### config.mk
export PLATFORM = sky130hd
export DESIGN_NAME = hdrive_softctl
export DESIGN_NICKNAME = d
export VERILOG_FILES = /design/src/rtl/hd_pkg.sv /design/src/rtl/hd_phase.sv /design/src/rtl/hd_dwell.sv /design/src/rtl/hd_seq.sv /design/src/rtl/hdrive_softctl.sv
export SDC_FILE = /design/constraint.sdc
export NUM_CORES = 1
export LEC_CHECK = 0
export BUFFER_PORTS_ARGS = -buffer_cell sky130_fd_sc_hd__buf_2
export CAP_MARGIN = 5
export CELL_PAD_IN_SITES_DETAIL_PLACEMENT = 1
export CELL_PAD_IN_SITES_GLOBAL_PLACEMENT = 2
export CORE_ASPECT_RATIO = 0.8
export CORE_MARGIN = 2
export CORE_UTILIZATION = 37
export DETAILED_ROUTE_END_ITERATION = 10
export MAX_ROUTING_LAYER = met4
export PLACE_DENSITY_LB_ADDON = 0.1
export SKIP_CTS_REPAIR_TIMING = 1
export SYNTH_ARGS = -nofsm -noshare
export SYNTH_HDL_FRONTEND = slang
export SYNTH_SLANG_ARGS = --single-unit
### constraint.sdc
create_clock -name clk -period 2.3 [get_ports clk]
set_input_delay 0.46 -clock clk [delete_from_list [all_inputs] [get_ports clk]]
set_output_delay 0.46 -clock clk [all_outputs]
set_load 0.02 [all_outputs]
### src/rtl/hd_pkg.sv
package hd_pkg;

  typedef enum logic [2:0] {
    ST_IDLE   = 3'd0,
    ST_SOFTUP = 3'd1,
    ST_RUN    = 3'd2,
    ST_DRAIN  = 3'd3,
    ST_BLANK  = 3'd4
  } hd_state_t;

  typedef enum logic [1:0] {
    RGB_NORM = 2'd0,
    RGB_MAX  = 2'd1,
    RGB_MIN  = 2'd2
  } rgb_ctl_t;

  // high time of a double-rate pulse: three quarters of one tick interval
  function automatic int unsigned dbl_high_len(int unsigned tclks);
    return (3 * tclks) / 4;
  endfunction

  function automatic int unsigned max3(int unsigned a, int unsigned b, int unsigned c);
    int unsigned m;
    m = (a > b) ? a : b;
    return (m > c) ? m : c;
  endfunction

  function automatic logic is_driving(hd_state_t s);
    return s != ST_IDLE;
  endfunction

  function automatic logic is_double(hd_state_t s);
    return (s == ST_SOFTUP) || (s == ST_DRAIN) || (s == ST_BLANK);
  endfunction

  function automatic rgb_ctl_t rgb_for(hd_state_t s);
    case (s)
      ST_DRAIN: return RGB_MAX;
      ST_BLANK: return RGB_MIN;
      default:  return RGB_NORM;
    endcase
  endfunction

endpackage

### src/rtl/hd_phase.sv
module hd_phase
  import hd_pkg::*;
#(
  parameter int unsigned TICK_CLKS = 1600
) (
  input  logic clk,
  input  logic rst_n,
  input  logic tick,
  input  logic lp_load,
  output logic dbl_pulse,
  output logic norm_pulse
);
  localparam int unsigned PW   = $clog2(TICK_CLKS) + 1;
  localparam int unsigned HI   = dbl_high_len(TICK_CLKS);
  localparam logic [PW-1:0] HI_V   = PW'(HI);
  localparam logic [PW-1:0] PH_MAX = '1;

  logic [PW-1:0] ph;
  logic          lp;

  always_ff @(posedge clk or negedge rst_n) begin
    if (!rst_n) begin
      ph <= PH_MAX;
      lp <= 1'b0;
    end else if (tick) begin
      ph <= '0;
      lp <= lp_load ? 1'b1 : ~lp;
    end else if (ph != PH_MAX) begin
      ph <= ph + 1'b1;
    end
  end

  assign dbl_pulse  = (ph < HI_V);
  assign norm_pulse = lp;


  tick_zero_chk: assert property (@(posedge clk) disable iff (!rst_n)
    tick |=> (ph == '0));


  load_high_chk: assert property (@(posedge clk) disable iff (!rst_n)
    (tick && lp_load) |=> norm_pulse);

endmodule

### src/rtl/hd_dwell.sv
module hd_dwell
  import hd_pkg::*;
#(
  parameter int unsigned UP_TICKS    = 1562,
  parameter int unsigned DRAIN_TICKS = 3125,
  parameter int unsigned BLANK_TICKS = 1562
) (
  input  logic      clk,
  input  logic      rst_n,
  input  logic      tick,
  input  logic      restart,
  input  hd_state_t st,
  output logic      expire
);
  localparam int unsigned LMAX = max3(UP_TICKS, DRAIN_TICKS, BLANK_TICKS);
  localparam int unsigned CW   = $clog2(LMAX + 1) + 1;

  logic [CW-1:0] cnt;
  logic [CW-1:0] lim;
  logic          timed;

  always_comb begin
    timed = 1'b1;
    case (st)
      ST_SOFTUP: lim = CW'(UP_TICKS);
      ST_DRAIN:  lim = CW'(DRAIN_TICKS);
      ST_BLANK:  lim = CW'(BLANK_TICKS);
      default: begin
        lim   = CW'(1);
        timed = 1'b0;
      end
    endcase
  end

  always_ff @(posedge clk or negedge rst_n) begin
    if (!rst_n)                       cnt <= '0;
    else if (restart)                 cnt <= '0;
    else if (tick && (cnt != '1))     cnt <= cnt + 1'b1;
  end

  assign expire = tick && timed && (cnt == (lim - CW'(1)));


  dwell_bound_chk: assert property (@(posedge clk) disable iff (!rst_n)
    (timed && !$past(restart) && $past(timed)) |-> (cnt < lim));

endmodule

### src/rtl/hd_seq.sv
module hd_seq
  import hd_pkg::*;
(
  input  logic      clk,
  input  logic      rst_n,
  input  logic      tick,
  input  logic      por,
  input  logic      regs_loaded,
  input  logic      cal_done,
  input  logic      locked,
  input  logic      flash_prot,
  input  logic      ovp_prot,
  input  logic      ovp_cont,
  input  logic      off_req,
  input  logic      stat_clr,
  input  logic      expire,
  output hd_state_t st,
  output logic      restart,
  output logic      lp_load,
  output logic      recal_req,
  output logic      ovp_flag
);
  hd_state_t st_nx;
  logic cfg_ok, cal_ok, cfg_d, cal_d;
  logic kill, stop_cmd, lock_lost, start_ok, cfg_rise, cal_rise, ovp_set;

  assign kill      = por | flash_prot;
  assign stop_cmd  = off_req | (ovp_prot & ~ovp_cont);
  assign lock_lost = (st == ST_RUN) & ~locked & ~kill;
  assign start_ok  = cfg_ok & cal_ok & ~kill & ~stop_cmd;
  assign cfg_rise  = regs_loaded & ~cfg_d;
  assign cal_rise  = cal_done & ~cal_d;
  assign ovp_set   = ovp_prot & ovp_cont;

  always_comb begin
    st_nx = st;
    case (st)
      ST_IDLE:
        if (start_ok && tick) st_nx = ST_SOFTUP;
      ST_SOFTUP:
        if (kill)                    st_nx = ST_IDLE;
        else if (stop_cmd && tick)   st_nx = ST_DRAIN;
        else if (expire)             st_nx = ST_RUN;
      ST_RUN:
        if (kill || lock_lost)       st_nx = ST_IDLE;
        else if (stop_cmd && tick)   st_nx = ST_DRAIN;
      ST_DRAIN:
        if (kill)                    st_nx = ST_IDLE;
        else if (expire)             st_nx = ST_BLANK;
      ST_BLANK:
        if (kill || expire)          st_nx = ST_IDLE;
      default:                       st_nx = ST_IDLE;
    endcase
  end

  assign restart = (st_nx != st);
  assign lp_load = (st == ST_SOFTUP) && (st_nx == ST_RUN);

  always_ff @(posedge clk or negedge rst_n) begin
    if (!rst_n) begin
      st        <= ST_IDLE;
      cfg_ok    <= 1'b0;
      cal_ok    <= 1'b0;
      cfg_d     <= 1'b0;
      cal_d     <= 1'b0;
      recal_req <= 1'b0;
      ovp_flag  <= 1'b0;
    end else begin
      st        <= st_nx;
      cfg_d     <= regs_loaded;
      cal_d     <= cal_done;
      cfg_ok    <= ~por & (cfg_ok | cfg_rise);
      cal_ok    <= ~(por | lock_lost) & (cal_ok | cal_rise);
      recal_req <= lock_lost;
      ovp_flag  <= ovp_set | (ovp_flag & ~stat_clr);
    end
  end


  start_from_idle_chk: assert property (@(posedge clk) disable iff (!rst_n)
    (st == ST_SOFTUP && $past(st) != ST_SOFTUP) |-> ($past(st) == ST_IDLE && $past(tick)));


  por_idle_chk: assert property (@(posedge clk) disable iff (!rst_n)
    por |=> (st == ST_IDLE && !cfg_ok));


  flash_idle_chk: assert property (@(posedge clk) disable iff (!rst_n)
    flash_prot |=> (st == ST_IDLE));


  recal_state_chk: assert property (@(posedge clk) disable iff (!rst_n)
    recal_req |-> (st == ST_IDLE && !cal_ok && !$past(locked)));


  ovp_stop_chk: assert property (@(posedge clk) disable iff (!rst_n)
    (ovp_prot && !ovp_cont && st == ST_RUN && tick && !kill) |=> (st == ST_DRAIN));


  ovp_set_chk: assert property (@(posedge clk) disable iff (!rst_n)
    $rose(ovp_flag) |-> $past(ovp_prot && ovp_cont));

endmodule

### src/rtl/hdrive_softctl.sv
module hdrive_softctl
  import hd_pkg::*;
#(
  parameter int unsigned TICK_CLKS   = 1600,
  parameter int unsigned UP_TICKS    = 1562,
  parameter int unsigned DRAIN_TICKS = 3125,
  parameter int unsigned BLANK_TICKS = 1562
) (
  input  logic       clk,
  input  logic       rst_n,
  input  logic       tick,
  input  logic       por,
  input  logic       regs_loaded,
  input  logic       cal_done,
  input  logic       locked,
  input  logic       flash_prot,
  input  logic       ovp_prot,
  input  logic       ovp_cont,
  input  logic       off_req,
  input  logic       stat_clr,
  input  logic       flyback,
  output logic       hdrive,
  output logic [1:0] rgb_mode,
  output logic       ovp_flag,
  output logic       recal_req
);
  hd_state_t st;
  logic restart, lp_load, expire, dbl_pulse, norm_pulse, raw_pulse, gate_ok;

  hd_seq u_seq (
    .clk(clk), .rst_n(rst_n), .tick(tick), .por(por),
    .regs_loaded(regs_loaded), .cal_done(cal_done), .locked(locked),
    .flash_prot(flash_prot), .ovp_prot(ovp_prot), .ovp_cont(ovp_cont),
    .off_req(off_req), .stat_clr(stat_clr), .expire(expire),
    .st(st), .restart(restart), .lp_load(lp_load),
    .recal_req(recal_req), .ovp_flag(ovp_flag)
  );

  hd_dwell #(
    .UP_TICKS(UP_TICKS), .DRAIN_TICKS(DRAIN_TICKS), .BLANK_TICKS(BLANK_TICKS)
  ) u_dwell (
    .clk(clk), .rst_n(rst_n), .tick(tick), .restart(restart),
    .st(st), .expire(expire)
  );

  hd_phase #(.TICK_CLKS(TICK_CLKS)) u_phase (
    .clk(clk), .rst_n(rst_n), .tick(tick), .lp_load(lp_load),
    .dbl_pulse(dbl_pulse), .norm_pulse(norm_pulse)
  );

  assign raw_pulse = is_driving(st) & (is_double(st) ? dbl_pulse : norm_pulse);
  assign gate_ok   = ~flyback & ~flash_prot & ~por;
  assign hdrive    = raw_pulse & gate_ok;
  assign rgb_mode  = rgb_for(st);


  rgb_order_chk: assert property (@(posedge clk) disable iff (!rst_n)
    (rgb_mode == RGB_MIN && $past(rgb_mode) != RGB_MIN) |-> ($past(rgb_mode) == RGB_MAX));


  rgb_double_chk: assert property (@(posedge clk) disable iff (!rst_n)
    (rgb_mode != RGB_NORM) |-> (is_double(st) && !$past(tick && lp_load)));

endmodule

Yosys cells after proc, flatten, opt, wreduce, memory -nomap -nowiden --
Index checks and enable logic that the tools add are counted.
Storage, ports and cells: register bits 35, output and inout port bits 5, word-level logic and storage cells 92
Cells by class: add/subtract/negate cells 3, $lt $le $gt $ge 1, eq/ne operators 9, mux-type cells 19, bitwise gates (word level) 34, reduce and logical (&&, ||, !) cells 16
Operators with widths (number):
- 3-bit 2-to-1 mux | 9
- 13-bit 2-to-1 mux | 2
- 12-bit 2-to-1 mux | 2
- 12-bit one-hot mux with 2 select lines | 1
- 1-bit AND | 16
- 3-bit one-hot mux with 5 select lines | 1
- 13-bit by 1-bit adder with 13-bit output, second input constant | 1
- 13-bit == test | 1
- 13-bit != test, second input constant | 1
- 12-bit by 1-bit subtractor with 13-bit output, second input constant | 1
- 12-bit by 1-bit adder with 12-bit output, second input constant | 1
- 12-bit by 11-bit less-than comparator with 1-bit output, second input constant | 1
- 12-bit != test, second input constant | 1
- 1-bit NOT | 12
- 3-bit by 2-bit == test with 1-bit output, second input constant | 3
- 1-bit logical AND | 6
- 1-bit bitwise OR | 6
- 1-bit logical OR | 4
- 2-bit one-hot mux with 2 select lines | 1
- 2-bit nonzero test | 2
- 3-bit by 1-bit == test with 1-bit output, second input constant | 1
- 3-bit == test, second input constant | 1
- 3-bit logical NOT | 1
- 1-bit 2-to-1 mux | 3
- 4 further kinds | 4

Logic depth before layout (Yosys ltp) --
depth in word-level cells 13, mapped depth 8, depth with buffers taken out 7

Cells and area by module --
From an unflattened synthesis, not the netlist that was laid out.
Second synthesis, totals: cell total of the unflattened synthesis 219, area, all modules 2117.0 um^2
Modules (own cells, without submodules):
- hd_dwell | instances 1, cells an instance 83, area each 782.0 um^2, seq. area each 325.3 um^2
- hd_phase | instances 1, cells an instance 73, area each 767.0 um^2, seq. area each 340.3 um^2
- hd_seq | instances 1, cells an instance 55, area each 509.2 um^2, seq. area each 225.2 um^2
- hdrive_softctl | instances 1, cells an instance 8, area each 58.8 um^2, seq. area each 0.0 um^2

Worst setup path after synthesis --
No wires, ideal clock.
kind register to output, start point reg u_phase.ph[4], end point out hdrive, arrival 1442 ps, slack 398 ps, cell stages (with the launch flop) 7, cell sequence dfstp_2 -> a21o_1 -> a211o_1 -> a21oi_1 -> mux2i_1 -> a21oi_1 -> and3b_1
On the way: longest elaborated chain between the ends 4
RTL lines:
- from (decl) | RTL line hd_phase.sv:18 | logic [PW-1:0] ph;
- from (signal assigned) | RTL line hd_phase.sv:29 | ph <= ph + 1'b1;
- 12-bit by 11-bit less-than comparator with 1-bit output | RTL line hd_phase.sv:33 | assign dbl_pulse = (ph < HI_V);
- 1-bit 2-to-1 mux | RTL line hdrive_softctl.sv:51 | assign raw_pulse = is_driving(st) & (is_double(st) ? dbl_pulse : norm_pulse);
- 1-bit AND | RTL line hdrive_softctl.sv:51
- 1-bit AND | RTL line hdrive_softctl.sv:53 | assign hdrive = raw_pulse & gate_ok;
- to (decl) | RTL line hdrive_softctl.sv:22 | output logic hdrive,
Every way passes these cells.

Worst setup path in the final report --
start point reg u_phase.ph[5], end point out hdrive
Same word-level chain as after synthesis.

==> reports/qor.txt <==
Slowest-stage cell, CP = dfstp_2
initial antenna violation count = 0
crit-path max cell delay = 380 ps
skew final = 10.3 ps
Top-Level Pins = 18
critical path peak fanout = 3
CTS clk-pin slew, worst paths = 80 ps
DR vias = 1678
Die ar. = 5990 um^2
Clock Sinks = 35
Finished Layout Cells = 301
CTS max path bufs = 2
Initial Utilization = 39.1%
worst skew pair latency = 300 ps
DP Wirelength = 3770 um
violated checks = setup timing
pwr dens = 691 nW/um^2
antenna viol nets, final = 0
total gr overflow = 0
Iter 0 DRT Violations = 77
worst vdd ir = 0.000494 V
synth unique cells = 47
share of cells above drive strength 1 = 22.6%
Layout area overhead = 15.9%
DR vias/cell = 5.57
Synth Net Count = 230
worst path bufs/invs = 1
Placed Cells incl. Taps = 292
core area = 5090 um^2
Top FF cell, synth = dfrtp_1
post-synthesis register bit count = 35
Tightest Pin Transition = 792 ps
type of the tightest min-delay check = in2async
Ys Warns = 0
crit end category = output pin
chip width = 86.1 um
worst setup path category = reg2out
syn avg cell area = 9.27 um^2
CTS tree = done
H-tree lvl count = 2
Max Cap Viol = 0
Post-synth EDFFs = 0
Synth area leader = dfrtp_1
static leakage = 1.01 nW
Diodes inserted = 0
post-DR wirelength/cell = 17.2 um
Tmin final = 2330 ps
drt drc = 0
RD Place Congestion = 0.829
CP top delay family = compound AO/OA/AOI/OAI gates
Synth Cell Area = 1990 um^2
Synth top area share = 28.9%
vias in the first global route = 1786
largest net degree at the start of global routing = 36
Final Max Slew Viols = 0
Net count, final = 253
number of setup violations in the final report = 1
CTS buffer count = 5
pre-CTS setup slack = 169 ps
FP Rows = 23
unrepaired setup endpoints after global routing = yes
CP Launch Type = register
setup ws final = -31.0 ps
max_slew headroom = 47.2%
Synth area leaders = dfrtp_1 29%, dfstp_2 16%, nor2_1 6.4%
crit path DAT = 1870 ps
gr usage total = 19.2%
root buffer cell = clkbuf_8
die height = 69.6 um
reg2reg setup slack = 180 ps
run status = finished, violations left
Req. time, crit path = 1840 ps
Final Hold Fails = 0
first-pass GRT wire length = 8670 um
sequential share of the synthesized area = 44.7%
drt pass-1 iters = 4
routed wire length = 5170 um
cell chain of the critical path = a21o_1 > a211o_1 > a21oi_2 > mux2i_1 > a21oi_1 > and3b_1 > buf_6
Syn Inst Count = 215
maximum clock frequency = 0.429 GHz
buffers added on ports = 17
Synth async-reset ratio = 100%
fin crit share = 101%
## power by group
part | internal [W] | total (W) | switching (W) | leakage [nW]
logic | 0.000111 | 0.000233 | 0.000122 | 0.524
clock network | 0.000351 | 0.000590 | 0.000239 | 0.0612
registers | 0.000683 | 0.000773 | 0.0000902 | 0.427
## worst register-to-register path: cells and delay by family (launching register included)
kind	cells	cell delay, ps
AO/OA/AOI/OAI	2	410
buffers and inverters	2	360
flip-flops	1	490
multiplexers	1	190
AND/OR/NAND/NOR	2	590
## metal layers
| metal | global-route usage [%] | share of wire, % | vias up |
|---|---|---|---|
| li1 | - | - | 810 |
| met1 | 25.0 | 48 | 831 |
| met2 | 28.9 | 46 | 29 |
| met5 | - | 0 | - |
| met4 | 7.05 | 1.5 | 0 |
| met3 | 4.64 | 4.2 | 8 |
## cells by family after synthesis
family                   Yosys count  synth area share [%]
XOR/XNOR                          18                  7.91
AO/OA/AOI/OAI                     39                  14.8
AND/OR/NAND/NOR                  104                  26.2
multiplexers                       4                  2.01
adder cells (fa/ha/maj)            2                  1.26
flip-flops                        35                  44.7
buffers and inverters             13                  3.14
## through the flow
stage	cell area (um^2)	setup TNS, ps	hold slack, ps	power (W)	util (%)
3_3_place_gp	2170	0	481	0.00100	42.6
4_1_cts	2290	-161	261	0.00162	44.9
2_1_floorplan	1990	0	164	0.000925	-
3_5_place_dp	2170	0	493	0.00101	42.6
6_report	2310	-31.0	233	0.00160	45.4
5_1_grt	2310	-134	268	0.00169	45.4
## worst paths after layout
path / start / to / cells past startpoint
setup reg to reg: u_seq.st[2]$_DFF_PN0_ / u_dwell.cnt[4]$_DFFE_PN0P_ / 7
max in group asynchronous: rst_n / u_dwell.cnt[2]$_DFFE_PN0P_ / 1
setup / recovery: u_phase.ph[5]$_DFFE_PN1P_ / hdrive / 7
hold / removal: rst_n / u_dwell.cnt[6]$_DFFE_PN0P_ / 1
min in group clk: cal_done / u_seq.cal_d$_DFF_PN0_ / 1
hold reg to reg: u_phase.ph[1]$_DFFE_PN1P_ / u_phase.ph[1]$_DFFE_PN1P_ / 2
## cell type report
| cell class | instances | area, um^2 |
|---|---|---|
| fill | 602 | 2780 |
| clock inverter | 2 | 35.0 |
| clock buffer | 6 | 82.6 |
| sequential | 35 | 891 |
| multi-input combinational | 167 | 1050 |
| tap | 62 | 77.6 |
| timing repair buffer | 24 | 156 |
| inverter | 5 | 18.8 |
## cell usage after synthesis (all sizes together), types with 2 or more instances
| cell type | count |
|---|---|
| and3 | 7 |
| o21a | 2 |
| o21ai | 4 |
| nor3 | 10 |
| nand3 | 9 |
| a21oi | 12 |
| nand2b | 3 |
| nor4 | 2 |
| buf | 4 |
| nor2b | 3 |
| xnor2 | 6 |
| nand4 | 3 |
| a211oi | 3 |
| nor2 | 34 |
| nand2 | 17 |
| or2 | 4 |
| o211ai | 2 |
| ha | 2 |
| inv | 5 |
| dfstp | 12 |
| nor4b | 2 |
| xor2 | 12 |
| a31oi | 3 |
| mux2i | 4 |
| dfrtp | 23 |
| clkbuf | 4 |
| and2 | 3 |
| and4 | 4 |
## cell usage in the layout (no fill, tap or decap), types with 2 or more instances in the layout
cell / count
buf_2: 16
nor4_1: 2
and4_1: 4
nand2b_1: 2
a21oi_1: 11
a31oi_1: 3
buf_4: 6
nor4b_1: 2
nand4_1: 3
xor2_1: 12
nand2_1: 17
o211ai_1: 2
o21ai_0: 4
ha_1: 2
mux2i_1: 4
dfrtp_1: 23
and3_1: 7
nor2_1: 34
dfstp_2: 12
xnor2_1: 6
nor3_1: 10
a211oi_1: 3
and2_1: 3
o21a_1: 2
nor2b_1: 3
inv_1: 5
nand3_1: 9
or2_2: 4
clkbuf_8: 6
## sequential cells by signal, indices dropped and copies added (netlist names)
| signal | flops |
|---|---|
| u_dwell.cnt | 13 |
| u_phase.ph | 12 |
| u_seq.st | 3 |
| u_phase.norm_pulse | 1 |
| u_seq.cal_d | 1 |
| u_seq.cal_ok | 1 |
| u_seq.cfg_d | 1 |
| u_seq.cfg_ok | 1 |
| u_seq.ovp_flag | 1 |
| u_seq.recal_req | 1 |
Note: power is estimated with default switching activity, not from simulation.
